<file path="config.mk">
export PLATFORM = sky130hd
export DESIGN_NAME = ctrl_regbank
export DESIGN_NICKNAME = d
export VERILOG_FILES = /design/src/rtl/regbank_pkg.sv /design/src/rtl/regbank_decode.sv /design/src/rtl/regbank_cell.sv /design/src/rtl/regbank_readmux.sv /design/src/rtl/ctrl_regbank.sv
export SDC_FILE = /design/constraint.sdc
export NUM_CORES = 1
export LEC_CHECK = 0
export ABC_CLOCK_PERIOD_IN_PS = 1150
export BUFFER_PORTS_ARGS = -buffer_cell sky130_fd_sc_hd__buf_2
export CELL_PAD_IN_SITES_DETAIL_PLACEMENT = 2
export CELL_PAD_IN_SITES_GLOBAL_PLACEMENT = 2
export CORE_ASPECT_RATIO = 0.75
export CORE_MARGIN = 2
export CORE_UTILIZATION = 32
export DETAILED_ROUTE_END_ITERATION = 8
export GPL_TIMING_DRIVEN = 0
export PLACE_DENSITY_LB_ADDON = 0.1
export SYNTH_ARGS = -nofsm -noshare
export SYNTH_HDL_FRONTEND = slang
export SYNTH_SLANG_ARGS = --single-unit
</file>
<file path="constraint.sdc">
create_clock -name clk -period 1.15 [get_ports clk]
set_input_delay 0.0575 -clock clk [delete_from_list [all_inputs] [get_ports clk]]
set_output_delay 0.0575 -clock clk [all_outputs]
set_load 0.005 [all_outputs]
</file>
<file path="src/rtl/regbank_pkg.sv">
package regbank_pkg;
  localparam int ADDR_W   = 6;
  localparam int EXT_W    = 8;
  localparam int DATA_W   = 8;
  localparam int NUM_TRIP = 7;
  localparam logic [ADDR_W-1:0] ESC_ADDR = 6'h2F;

  typedef enum logic [1:0] {
    OP_LOAD = 2'd0,
    OP_SET  = 2'd1,
    OP_CLR  = 2'd2,
    OP_NONE = 2'd3
  } op_e;

  // base address of each write/set/clear triplet
  function automatic logic [ADDR_W-1:0] trip_base(input int idx);
    case (idx)
      0:       return 6'h04;
      1:       return 6'h07;
      2:       return 6'h0A;
      3:       return 6'h0D;
      4:       return 6'h10;
      5:       return 6'h16;
      default: return 6'h3D;
    endcase
  endfunction

  function automatic logic [DATA_W-1:0] apply_op(input op_e op,
                                                 input logic [DATA_W-1:0] cur,
                                                 input logic [DATA_W-1:0] wd);
    case (op)
      OP_LOAD: return wd;
      OP_SET:  return cur | wd;
      OP_CLR:  return cur & ~wd;
      default: return cur;
    endcase
  endfunction

  function automatic logic addr_is_hole(input logic [ADDR_W-1:0] a);
    return ((a >= 6'h19) && (a <= 6'h2F)) || ((a >= 6'h30) && (a <= 6'h3C));
  endfunction
endpackage

</file>
<file path="src/rtl/regbank_decode.sv">
module regbank_decode
  import regbank_pkg::*;
(
  input  logic                clk,
  input  logic                rst_n,
  input  logic [ADDR_W-1:0]   addr,
  input  logic [EXT_W-1:0]    ext_addr,
  output logic [ADDR_W-1:0]   eff_addr,
  output logic                eff_valid,
  output logic                is_hole,
  output logic [NUM_TRIP-1:0] trip_hit,
  output op_e                 trip_op
);
  localparam logic [EXT_W-1:0] EXT_MIRROR_LIM = EXT_W'(1 << ADDR_W);

  logic escape;

  always_comb begin
    escape = (addr == ESC_ADDR);
    if (escape) begin
      eff_addr  = ext_addr[ADDR_W-1:0];
      eff_valid = (ext_addr < EXT_MIRROR_LIM) && (ext_addr[ADDR_W-1:0] != ESC_ADDR);
    end else begin
      eff_addr  = addr;
      eff_valid = 1'b1;
    end
    is_hole = !eff_valid || addr_is_hole(eff_addr);
  end

  always_comb begin
    trip_hit = '0;
    trip_op  = OP_NONE;
    for (int i = 0; i < NUM_TRIP; i++) begin
      if (eff_valid && (eff_addr >= trip_base(i)) && (eff_addr <= trip_base(i) + 6'd2)) begin
        trip_hit[i] = 1'b1;
        trip_op     = op_e'(2'(eff_addr - trip_base(i)));
      end
    end
  end

  // a hole never selects a register
  p_hole_no_hit_r7: assert property (@(posedge clk) disable iff (!rst_n)
    is_hole |-> (trip_hit == '0));
  p_hit_onehot_r5: assert property (@(posedge clk) disable iff (!rst_n)
    $onehot0(trip_hit));
endmodule

</file>
<file path="src/rtl/regbank_cell.sv">
module regbank_cell
  import regbank_pkg::*;
(
  input  logic              clk,
  input  logic              rst_n,
  input  logic              wr,
  input  logic              hit,
  input  op_e               op,
  input  logic [DATA_W-1:0] wd,
  output logic [DATA_W-1:0] q
);
  logic upd;
  assign upd = wr && hit;

  always_ff @(posedge clk or negedge rst_n) begin
    if (!rst_n)   q <= '0;
    else if (upd) q <= apply_op(op, q, wd);
  end

  p_load_r2: assert property (@(posedge clk) disable iff (!rst_n)
    (upd && op == OP_LOAD) |=> q == $past(wd));
  p_set_r3: assert property (@(posedge clk) disable iff (!rst_n)
    (upd && op == OP_SET) |=> ((q & $past(wd)) == $past(wd)) && ((q & $past(q)) == $past(q)));
  p_clr_r4: assert property (@(posedge clk) disable iff (!rst_n)
    (upd && op == OP_CLR) |=> ((q & $past(wd)) == '0) && ((q | $past(wd)) == ($past(q) | $past(wd))));
  p_idle_r6: assert property (@(posedge clk) disable iff (!rst_n)
    !upd |=> $stable(q));
endmodule

</file>
<file path="src/rtl/regbank_readmux.sv">
module regbank_readmux
  import regbank_pkg::*;
#(
  parameter logic [DATA_W-1:0] ID_VEND_LO = 8'h11,
  parameter logic [DATA_W-1:0] ID_VEND_HI = 8'h22,
  parameter logic [DATA_W-1:0] ID_PROD_LO = 8'h33,
  parameter logic [DATA_W-1:0] ID_PROD_HI = 8'h44
) (
  input  logic [ADDR_W-1:0]                eff_addr,
  input  logic                             eff_valid,
  input  logic [NUM_TRIP-1:0]              trip_hit,
  input  logic [NUM_TRIP-1:0][DATA_W-1:0]  trip_q,
  input  logic [DATA_W-1:0]                stat_a,
  input  logic [DATA_W-1:0]                stat_b,
  input  logic [DATA_W-1:0]                stat_c,
  output logic [DATA_W-1:0]                rd_val
);
  always_comb begin
    rd_val = '0;
    if (eff_valid) begin
      case (eff_addr)
        6'h00:   rd_val = ID_VEND_LO;
        6'h01:   rd_val = ID_VEND_HI;
        6'h02:   rd_val = ID_PROD_LO;
        6'h03:   rd_val = ID_PROD_HI;
        6'h13:   rd_val = stat_a;
        6'h14:   rd_val = stat_b;
        6'h15:   rd_val = stat_c;
        default: begin
          for (int i = 0; i < NUM_TRIP; i++)
            if (trip_hit[i]) rd_val = rd_val | trip_q[i];
        end
      endcase
    end
  end
endmodule

</file>
<file path="src/rtl/ctrl_regbank.sv">
module ctrl_regbank
  import regbank_pkg::*;
#(
  parameter logic [7:0] ID_VEND_LO = 8'h11,
  parameter logic [7:0] ID_VEND_HI = 8'h22,
  parameter logic [7:0] ID_PROD_LO = 8'h33,
  parameter logic [7:0] ID_PROD_HI = 8'h44
) (
  input  logic       clk,
  input  logic       rst_n,
  input  logic [5:0] addr,
  input  logic [7:0] ext_addr,
  input  logic [7:0] wdata,
  input  logic       wr,
  input  logic       rd,
  input  logic [7:0] stat_a,
  input  logic [7:0] stat_b,
  input  logic [7:0] stat_c,
  output logic [7:0] rdata
);
  logic [ADDR_W-1:0]               eff_addr;
  logic                            eff_valid;
  logic                            is_hole;
  logic [NUM_TRIP-1:0]             trip_hit;
  op_e                             trip_op;
  logic [NUM_TRIP-1:0][DATA_W-1:0] trip_q;
  logic [DATA_W-1:0]               rd_val;

  regbank_decode u_dec (
    .clk(clk), .rst_n(rst_n), .addr(addr), .ext_addr(ext_addr),
    .eff_addr(eff_addr), .eff_valid(eff_valid), .is_hole(is_hole),
    .trip_hit(trip_hit), .trip_op(trip_op)
  );

  for (genvar g = 0; g < NUM_TRIP; g++) begin : g_cell
    regbank_cell u_cell (
      .clk(clk), .rst_n(rst_n), .wr(wr), .hit(trip_hit[g]),
      .op(trip_op), .wd(wdata), .q(trip_q[g])
    );
  end

  regbank_readmux #(
    .ID_VEND_LO(ID_VEND_LO), .ID_VEND_HI(ID_VEND_HI),
    .ID_PROD_LO(ID_PROD_LO), .ID_PROD_HI(ID_PROD_HI)
  ) u_rmux (
    .eff_addr(eff_addr), .eff_valid(eff_valid), .trip_hit(trip_hit),
    .trip_q(trip_q), .stat_a(stat_a), .stat_b(stat_b), .stat_c(stat_c),
    .rd_val(rd_val)
  );

  always_ff @(posedge clk or negedge rst_n) begin
    if (!rst_n)  rdata <= '0;
    else if (rd) rdata <= rd_val;
  end

  p_hold_r10: assert property (@(posedge clk) disable iff (!rst_n)
    !rd |=> $stable(rdata));
  p_hole_zero_r7: assert property (@(posedge clk) disable iff (!rst_n)
    (rd && is_hole) |=> rdata == '0);
  p_id_r1: assert property (@(posedge clk) disable iff (!rst_n)
    (rd && eff_valid && eff_addr == 6'h00) |=> rdata == ID_VEND_LO);
endmodule

</file>
# Word-level counts from Yosys, hierarchy flattened
# Index checks and enable logic that the tools add are counted.
dict set report totals {
  elab_cells 145
  inputBits 50
  reg_bits 64
  out_inout_bits 8
}
dict set report classes {
  order_cmp 15
  n_addsub 7
  reduce_logical 33
  eq_ne 10
  mux 51
  bitwise 21
}
# cell count
set op_table {}
lappend op_table {{8-bit one-hot mux with 3 select lines} 7}
lappend op_table {{8-bit 2-to-1 mux} 20}
lappend op_table {{8-bit bitwise OR} 13}
lappend op_table {{8-bit AND} 7}
lappend op_table {{8-bit one-hot mux with 7 select lines} 1}
lappend op_table {{2-bit 2-to-1 mux} 14}
lappend op_table {{1-bit logical AND} 22}
lappend op_table {{6-bit by 5-bit == test with 1-bit output, second input constant} 3}
lappend op_table {{6-bit by 4-bit less-or-equal comparator with 1-bit output, second input constant} 3}
lappend op_table {{2-bit AND reduction} 7}
lappend op_table {{2-bit subtractor} 7}
lappend op_table {{6-bit by 2-bit == test with 1-bit output, second input constant} 2}
lappend op_table {{6-bit by 3-bit >= comparator with 1-bit output, second input constant} 2}
lappend op_table {{6-bit by 4-bit >= comparator with 1-bit output, second input constant} 2}
lappend op_table {{6-bit by 5-bit >= comparator with 1-bit output, second input constant} 2}
lappend op_table {{6-bit by 5-bit less-or-equal comparator with 1-bit output, second input constant} 2}
lappend op_table {{8-bit by 7-bit less-than comparator with 1-bit output, second input constant} 1}
lappend op_table {{1-bit 2-to-1 mux} 8}
lappend op_table {{8-bit NOT} 1}
lappend op_table {{7-bit OR reduction} 1}
lappend op_table {{6-bit by 1-bit == test with 1-bit output, second input constant} 1}
lappend op_table {{6-bit == test, second input constant} 1}
lappend op_table {{6-bit >= comparator, second input constant} 1}
lappend op_table {{6-bit by 3-bit less-or-equal comparator with 1-bit output, second input constant} 1}
lappend op_table {{other kinds (8)} 8}

# Depth between registers and ports, before layout
# Gate-level depths: netlist of the first run.
dict set report logic_depth {
  word_depth 33
  mapped_depth 21
  ltp_nobuf 16
}

# By module
# Synthesis of the first run repeated with hierarchy kept, for this count alone.
dict set report hier_totals {
  hier_cells 565
  hier_area_um2 5186.2
}
# mod cells_each area_each_um2 n_inst
set by_module_without_submodules {}
lappend by_module_without_submodules {regbank_cell 52 510.5 7}
lappend by_module_without_submodules {regbank_readmux 100 703.2 1}
lappend by_module_without_submodules {regbank_decode 84 578.1 1}
lappend by_module_without_submodules {ctrl_regbank 17 331.6 1}

# Worst setup path after synthesis of the first run
# OpenSTA, ideal clock, no wires.
dict set report synth_path {
  path_kind {in2reg}
  startpoint {in addr[5]}
  endpoint {reg g_cell[0].u_cell.q[0]}
  stages 20
  slack_ps -3152
  required_ps 1015
  arrival_time_ps 4167
  path_cell_list {buf_2 > and4b_1 > buf_6 > nand3_4 > buf_6 > o21ai_0 > inv_1 > ha_1 > nor2_1 > o21ai_0 > o32ai_1 > clkbuf_1 > nor2_1 > a2111o_1 > o41ai_1 > ha_1 > clkbuf_1 > clkbuf_1 > o21ai_1 > a21oi_1}
}
dict set report synth_between {
  elab_chain_len 15
  elab_cells_between_ends 53
  cone_classes {7 x add/sub; 14 x order compare; 3 x eq/ne; 11 x mux; 18 x reduce/logical}
}
# element line
set synth_lines {}
lappend synth_lines {{from (decl)} ctrl_regbank.sv:11} ;# input logic [5:0] addr,
lappend synth_lines {{6-bit == test} regbank_decode.sv:19} ;# escape = (addr == ESC_ADDR);
lappend synth_lines {{6-bit 2-to-1 mux} regbank_decode.sv:20} ;# if (escape) begin
lappend synth_lines {{6-bit by 3-bit >= comparator with 1-bit output} regbank_decode.sv:34} ;# if (eff_valid && (eff_addr >= trip_base(i)) && (eff_addr <= trip_base(i) + 6'd2)) begin
lappend synth_lines {{1-bit logical AND (2 in a row)} regbank_decode.sv:34}
lappend synth_lines {{2-bit 2-to-1 mux (7 in a row)} regbank_decode.sv:34}
lappend synth_lines {{2-bit by 1-bit == test with 1-bit output (tied with other cells)} regbank_pkg.sv:31} ;# case (op)
lappend synth_lines {{3-bit nonzero test (no line)} --}
lappend synth_lines {{2-bit AND reduction (no line)} --}
lappend synth_lines {{to (signal assigned)} regbank_cell.sv:17} ;# else if (upd) q <= apply_op(op, q, wd);
lappend synth_lines {{to (decl)} regbank_cell.sv:10} ;# output logic [DATA_W-1:0] q
# Parallel ways exist; a longest one is shown, timed or not.
# A chain may end at the register's enable or synchronous reset.

# Worst setup path in the final report of the first run
dict set report layout_path {
  startpoint {in addr[4]}
  endpoint {reg g_cell[2].u_cell.q[0]}
}
dict set report layout_between {
  elab_chain_len 15
  elab_cells_between_ends 53
  cone_classes {7 x add/sub; 14 x order compare; 3 x eq/ne; 11 x mux; 18 x reduce/logical}
}
# element line
set layout_lines {}
lappend layout_lines {{6-bit == test} regbank_decode.sv:19}
lappend layout_lines {{6-bit 2-to-1 mux} regbank_decode.sv:20}
lappend layout_lines {{6-bit by 3-bit >= comparator with 1-bit output} regbank_decode.sv:34}
lappend layout_lines {{1-bit logical AND (2 in a row)} regbank_decode.sv:34}
lappend layout_lines {{2-bit 2-to-1 mux (7 in a row)} regbank_decode.sv:34}
lappend layout_lines {{2-bit by 1-bit == test with 1-bit output (tied with other cells)} regbank_pkg.sv:31}
lappend layout_lines {{3-bit nonzero test (no line)} --}
lappend layout_lines {{2-bit AND reduction (no line)} --}
lappend layout_lines {{to (signal assigned)} regbank_cell.sv:17}
lappend layout_lines {{to (decl)} regbank_cell.sv:10}
# Parallel ways exist; a longest one is shown, timed or not.

==> flow_summary.yaml, run 1 <==
clock_tree:
  clock-sinks: 64
  cts_tree: "built"
  clkTransAtPathRegs_ns: 0.06
  cts_buffers: 9
  h-tree-depth: 3
  clockBufferDepth: 2
  clockRootBuffer: "clkbuf_16"
  clkLatencyLatePin_ns: 0.34
global_route:
  grt_pass1_vias: 4996
  grt_start_max_net_pins: 65
  track_usage_pct: 30.4
  overflow: 0
  grtUsageMet3_pct: 10.1
  grt_pass1_wl_mm: 31.2
  grt.busiest_layer: "met2"
  antenna_found_initial: 3
  use_met2_pct: 47.7
  use_met1_pct: 41.0
yosys:
  ys_ff_latch: 64
  avgSynthCellArea_um2: 9.08
  syn_nets: 516
  synth_edf_count: 0
  ys_seq_area_share_pct: 38.5
  yosys_warnings: 0
  synth.cell_area_um2: 4160
  async_reset_ff_share_pct: 100
  syn_inst: 458
  synthFlopType: "dfrtp_1"
  yosysUniqueCellTypes: 74
finish:
  layout_common_cells: "a21oi_2 (64), dfrtp_1 (64), a21oi_1 (53)"
  final_layout_size_suffix_gt1_share_pct: 53.0
  area_growth_pct: 62.9
  fin_area_um2: 6770
  fillerInstances: 1266
  fin_nets: 646
route:
  drtIter0Drc: 394
  drc: 0
  wl_mm: 25.4
  firstDrtPassIters: 5
  vias_per_cell: 6.47
  vias: 4954
  wl_per_cell_um: 33.2
  detail-route-antenna-nets: 0
sta:
  finalHoldViolCount: 0
  setup_tns_ns: -151.58
  worst_pin_slew_ns: 1.01
  finClkSkew_ns: 0.0130
  timing.final.crit_share_pct: 331
  max-slew-margin-rel_pct: 32.9
  grt_setup_unrepaired: "true"
  fin_ws_ns: -2.66
  slew_violations: 0
  fmax_mhz: 263
  finalCriticalPeriod_ns: 3.81
  setup_violations: 64
outcome:
  outcome: "finished, violations left"
  violations: "setup timing"
job:
  maxCapViolCount: 0
floorplanning:
  start_util_pct: 32.4
  io_pins: 58
  die_w_um: 136
  die_area_um2: 13900
  die_h_um: 103
  core-area_um2: 12800
  rows: 36
setup_path:
  criticalPathCategory: "input port to register"
  required_ns: 1.39
  crit_fanout: 6
  crit_path_end_kind: "register"
  startpoint_type: "input port"
  arrival_ns: 4.05
place:
  dpl.hpwl_mm: 13.1
  portBuffers: 46
  placed_cell_area_um2: 4850
  gp_congestion: 0.841
power_and_ir_drop:
  p_leak_nw: 2.73
  pwr_density_cell_nw_per_um2: 1370
  vdd_drop_max_mv: 1.07
hold_path:
  hold_path.class: "input port to register"
==> per-stage QoR <==
step | hold WS, ns | utilization (%) | power [mW] | setup slack (ns) | std cells
final | 0.122 | 52.8 | 9.29 | -2.66 | 766
after detailed placement | 0.209 | 37.8 | 5.15 | -3.41 | 675
after global placement | 0.425 | 37.7 | 5.04 | -3.31 | 675
after global routing | 0.136 | 52.7 | 9.61 | -2.69 | 764
after CTS | 0.120 | 46.9 | 8.46 | -2.26 | 735
after floorplan | -0.238 | - | 4.40 | -2.51 | 458
==> worst max-delay path: stages <==
cell      delay [ns]
buf_12          0.10
and4b_1         0.24
buf_6           0.11
nand3_4         0.07
buf_8           0.14
o21a_4          0.26
inv_6           0.10
ha_4            0.18
inv_4           0.04
a221oi_4        0.45
buf_12          0.18
o211a_1         0.19
buf_6           0.14
buf_6           0.12
a2111o_1        0.20
o41ai_4         0.17
ha_4            0.21
nand2b_4        0.22
nor3_4          0.34
buf_4           0.22
a21oi_1         0.08
a21oi_1         0.21
==> cell usage after synthesis, drive strengths merged (7+ instances only) <==
cell type	count	area share, %
a21oi	132	16
a221oi	7	2.3
a222oi	9	2.2
a22oi	7	1.3
buf	21	3.2
clkbuf	16	1.4
dfrtp	64	39
ha	8	2.4
inv	26	2.3
nand2	27	2.5
nor2	10	1.1
nor3	8	1.3
o21ai	20	2.8
==> what timing repair did <==
action / 4_1_cts / 5_1_grt
pin swaps: 50 / 44
setup buffers: 41 / 32
gates resized for setup: 117 / 101
cloned: 5 / 2
endpoints found under the setup margin: 64 / 64
endpoints found under the hold margin: 64 / 0
hold buffers: 1 / 0
==> cell families (layout without fill, tap and decap cells) <==
family                     after synthesis  in the layout  synth area share [%]
buffers and inverters                   63            198                  7.01
xor gates and xnor gates                 1              1                 0.211
DFF                                     64             64                  38.5
adders and majority gates                8              8                  2.41
AOI/OAI and AO/OA                      243            243                  40.1
and+or+nand+nor                         79             79                  11.7
other                                    0              2                     0
==> registers in the layout (all words and copies together), names as in the netlist <==
signal and cells:
g_cell.u_cell.q 56, rdata 8
==> power by group <==
part           switching [mW]  internal [mW]  leakage [nW]
combinational            1.84           1.23          1.75
clock                    1.09           1.79         0.148
sequential              0.549           2.79         0.837
==> routing by layer <==
metal,wire length (µm),vias to the layer above
li1,-,2043
met1,10800,2583
met2,11600,260
met3,2280,68
met4,746,0
met5,0,-
==> final timing paths <==
kind,from,slack [ns],cells after the start,end
worst max-delay path,addr[4],-2.66,22,g_cell[2].u_cell.q[0]$_DFFE_PN0P_
worst min-delay path,stat_a[4],0.12,3,rdata[4]$_DFFE_PN0P_
worst max register to register,g_cell[4].u_cell.q[1]$_DFFE_PN0P_,-0.48,2,rdata[1]$_DFFE_PN0P_
worst min register to register,g_cell[3].u_cell.q[4]$_DFFE_PN0P_,0.53,2,g_cell[3].u_cell.q[4]$_DFFE_PN0P_
max in group asynchronous,rst_n,0.18,2,g_cell[2].u_cell.q[1]$_DFFE_PN0P_
min in group asynchronous,rst_n,0.39,2,g_cell[2].u_cell.q[3]$_DFFE_PN0P_
==> cell type report <==
| type | count | area (µm²) | area share (%) |
|---|---|---|---|
| Timing Repair Buffer | 121 | 1070 | 15.8 |
| Inverter | 26 | 105 | 1.55 |
| Clock inverter | 5 | 55.1 | 0.813 |
| Clock buffer | 11 | 253 | 3.73 |
| Buffer | 35 | 328 | 4.84 |
| Antenna cell | 2 | 5.00 | 0.0739 |
| Multi-Input combinational cell | 331 | 3140 | 46.4 |
| Sequential cell | 64 | 1600 | 23.6 |
| Tap cell | 171 | 214 | 3.16 |
Note: power is estimated with default switching activity, not from simulation.
==> inputs of run 2 (changes only) <==
==> constraint.sdc (replaced) <==
create_clock -name clk -period 1.15 [get_ports clk]
set_input_delay 0.115 -clock clk [delete_from_list [all_inputs] [get_ports clk]]
set_output_delay 0.115 -clock clk [all_outputs]
set_load 0.005 [all_outputs]
==> run 2 against run 1 <==
Critical path type unchanged. Largest power group unchanged. Highest routed layer unchanged. First-iteration DRC count stayed put. Combinational power hardly changed. Maximum frequency is 1.0% lower. The flow still finishes with violations (setup timing). Routed wire length hardly changed. Die area stayed put. Setup slack worse by 0.040 ns. Global-route usage stayed put. Non-clock buffer count stayed put.
==> flow_summary.yaml, run 2 (synthesized netlist as in run 1, its figures left out) <==
outcome:
  outcome: "finished, violations left"
  violations: "setup timing"
setup_path:
  criticalPathCategory: "input port to register"
  critPathMaxStageDelay_ns: 0.45
  required_ns: 1.39
  reg2reg_slack_ns: -0.48
  arrival_ns: 4.09
  crit_fanout: 6
  startpoint_type: "input port"
  path_cells: "buf_12, and4b_1, buf_6, nand3_4, buf_8, o21a_4, inv_6, ha_4, inv_4, a221oi_4, buf_12, o211a_1, buf_6, buf_6, a2111o_1, o41ai_4, ha_4, nand2b_4, nor3_4, buf_4, a21oi_1, a21oi_1"
  crit_slowest_cell: "a221oi_4"
  crit_path_end_kind: "register"
  crit_top_cell: "buf_6"
finish:
  utilization_pct: 52.8
  fin_nets: 646
  fin_cells: 766
  largest_reg_flops: 56
  layout_common_cells: "a21oi_2 (64), dfrtp_1 (64), a21oi_1 (53)"
  reg_top3: "g_cell.u_cell.q (56), rdata (8)"
  final_layout_size_suffix_gt1_share_pct: 53.0
  area_growth_pct: 63.0
  fillerInstances: 1266
  largest_register: "g_cell.u_cell.q"
route:
  firstDrtPassIters: 5
  vias: 4960
  wl_per_cell_um: 33.2
  detail-route-antenna-nets: 0
  wl_mm: 25.4
  vias_per_cell: 6.48
  drtIter0Drc: 394
  drc: 0
power_and_ir_drop:
  vdd_drop_max_mv: 1.07
  pwr_density_cell_nw_per_um2: 1370
  p_leak_nw: 2.74
floorplanning:
  die_h_um: 103
  core-area_um2: 12800
  io_pins: 58
  start_util_pct: 32.4
  die_area_um2: 13900
  die_w_um: 136
  rows: 36
clock_tree:
  clkTransAtPathRegs_ns: 0.06
  cts_tree: "built"
  cts_buffers: 9
  clockBufferDepth: 2
  clkLatencyLatePin_ns: 0.34
  h-tree-depth: 3
  clockRootBuffer: "clkbuf_16"
  clock-sinks: 64
place:
  dp_cells: 675
  gp_congestion: 0.841
  portBuffers: 46
  dpl.hpwl_mm: 13.1
global_route:
  grt_pass1_vias: 4996
  overflow: 0
  grt_start_max_net_pins: 65
  antenna_found_initial: 3
  track_usage_pct: 30.4
  grt_pass1_wl_mm: 31.2
sta:
  slew_violations: 0
  finalCriticalPeriod_ns: 3.85
  grt_setup_unrepaired: "true"
  timing.final.crit_share_pct: 334
  fin_ws_ns: -2.70
  whs_ns: 0.179
  finClkSkew_ns: 0.0128
  fmax_mhz: 260
  finalHoldViolCount: 0
  setup_violations: 64
  max-slew-margin-rel_pct: 31.2
  worst_pin_slew_ns: 1.03
hold_path:
  hold_path.class: "input port to register"
job:
  maxCapViolCount: 0
-- run 2: cell counts in the layout (fill, tap and decap cells not counted) --
No cell type changed its count.
-- run 2: power by group --
part,internal [mW],switching [mW]
Clock,1.79,1.09
Combinational,1.23,1.84
Sequential,2.79,0.551
-- run 2: worst max-delay path: cells and delay by family --
kind,cells,cell delay [ns]
buffers and inverters,9,1.15
AO/OA/AOI/OAI,7,1.54
adder cells (fa/ha/maj),2,0.39
AND/OR/NAND/NOR,4,0.86
-- run 2: path summary, 6_finish.rpt --
check,depth (start not counted),end,startpoint
worst min-delay path,3,rdata[4]$_DFFE_PN0P_,stat_a[4]
min in group asynchronous,2,rdata[0]$_DFFE_PN0P_,rst_n
worst max-delay path,22,g_cell[2].u_cell.q[0]$_DFFE_PN0P_,addr[4]
worst max register to register,3,rdata[4]$_DFFE_PN0P_,g_cell[4].u_cell.q[4]$_DFFE_PN0P_
max in group asynchronous,2,g_cell[2].u_cell.q[1]$_DFFE_PN0P_,rst_n
worst min register to register,2,g_cell[3].u_cell.q[4]$_DFFE_PN0P_,g_cell[3].u_cell.q[4]$_DFFE_PN0P_
-- run 2: repair_timing --
item	CTS	global route
buffers inserted	41	32
gates cloned	5	2
hold buffers	1	0
endpoints found under the hold margin	64	0
pin swaps	50	44
endpoints found under the setup margin	64	79
resized for setup	117	102
-- run 2: layout make-up --
cell class	instances	area [µm²]	share of cell area (%)
multi-input combinational	331	3140	46.4
sequential	64	1600	23.6
timing repair buffer	121	1070	15.9
buffer	35	328	4.84
clock buffer	11	253	3.73
tap	171	214	3.16
inverter	26	105	1.55
clock inverter	5	55.1	0.812
antenna	2	5.00	0.0738
-- run 2: routing by layer --
layer	vias up	GRT usage (%)	wire length [µm]
met5	-	0	0
met4	0	7.21	762
met3	66	10.1	2230
met2	271	47.7	11600
met1	2580	41.0	10900
li1	2043	-	-
-- run 2: metrics by stage --
step	instance area [µm²]	setup WS [ns]	TNS [ns]	total power, mW
floorplan	4400	-2.57	-148.69	4.40
global placement	4850	-3.37	-215.98	5.04
detailed placement	4850	-3.47	-203.16	5.15
CTS	6030	-2.32	-133.38	8.46
global route	6770	-2.75	-159.28	9.61
finish	6780	-2.70	-154.79	9.29
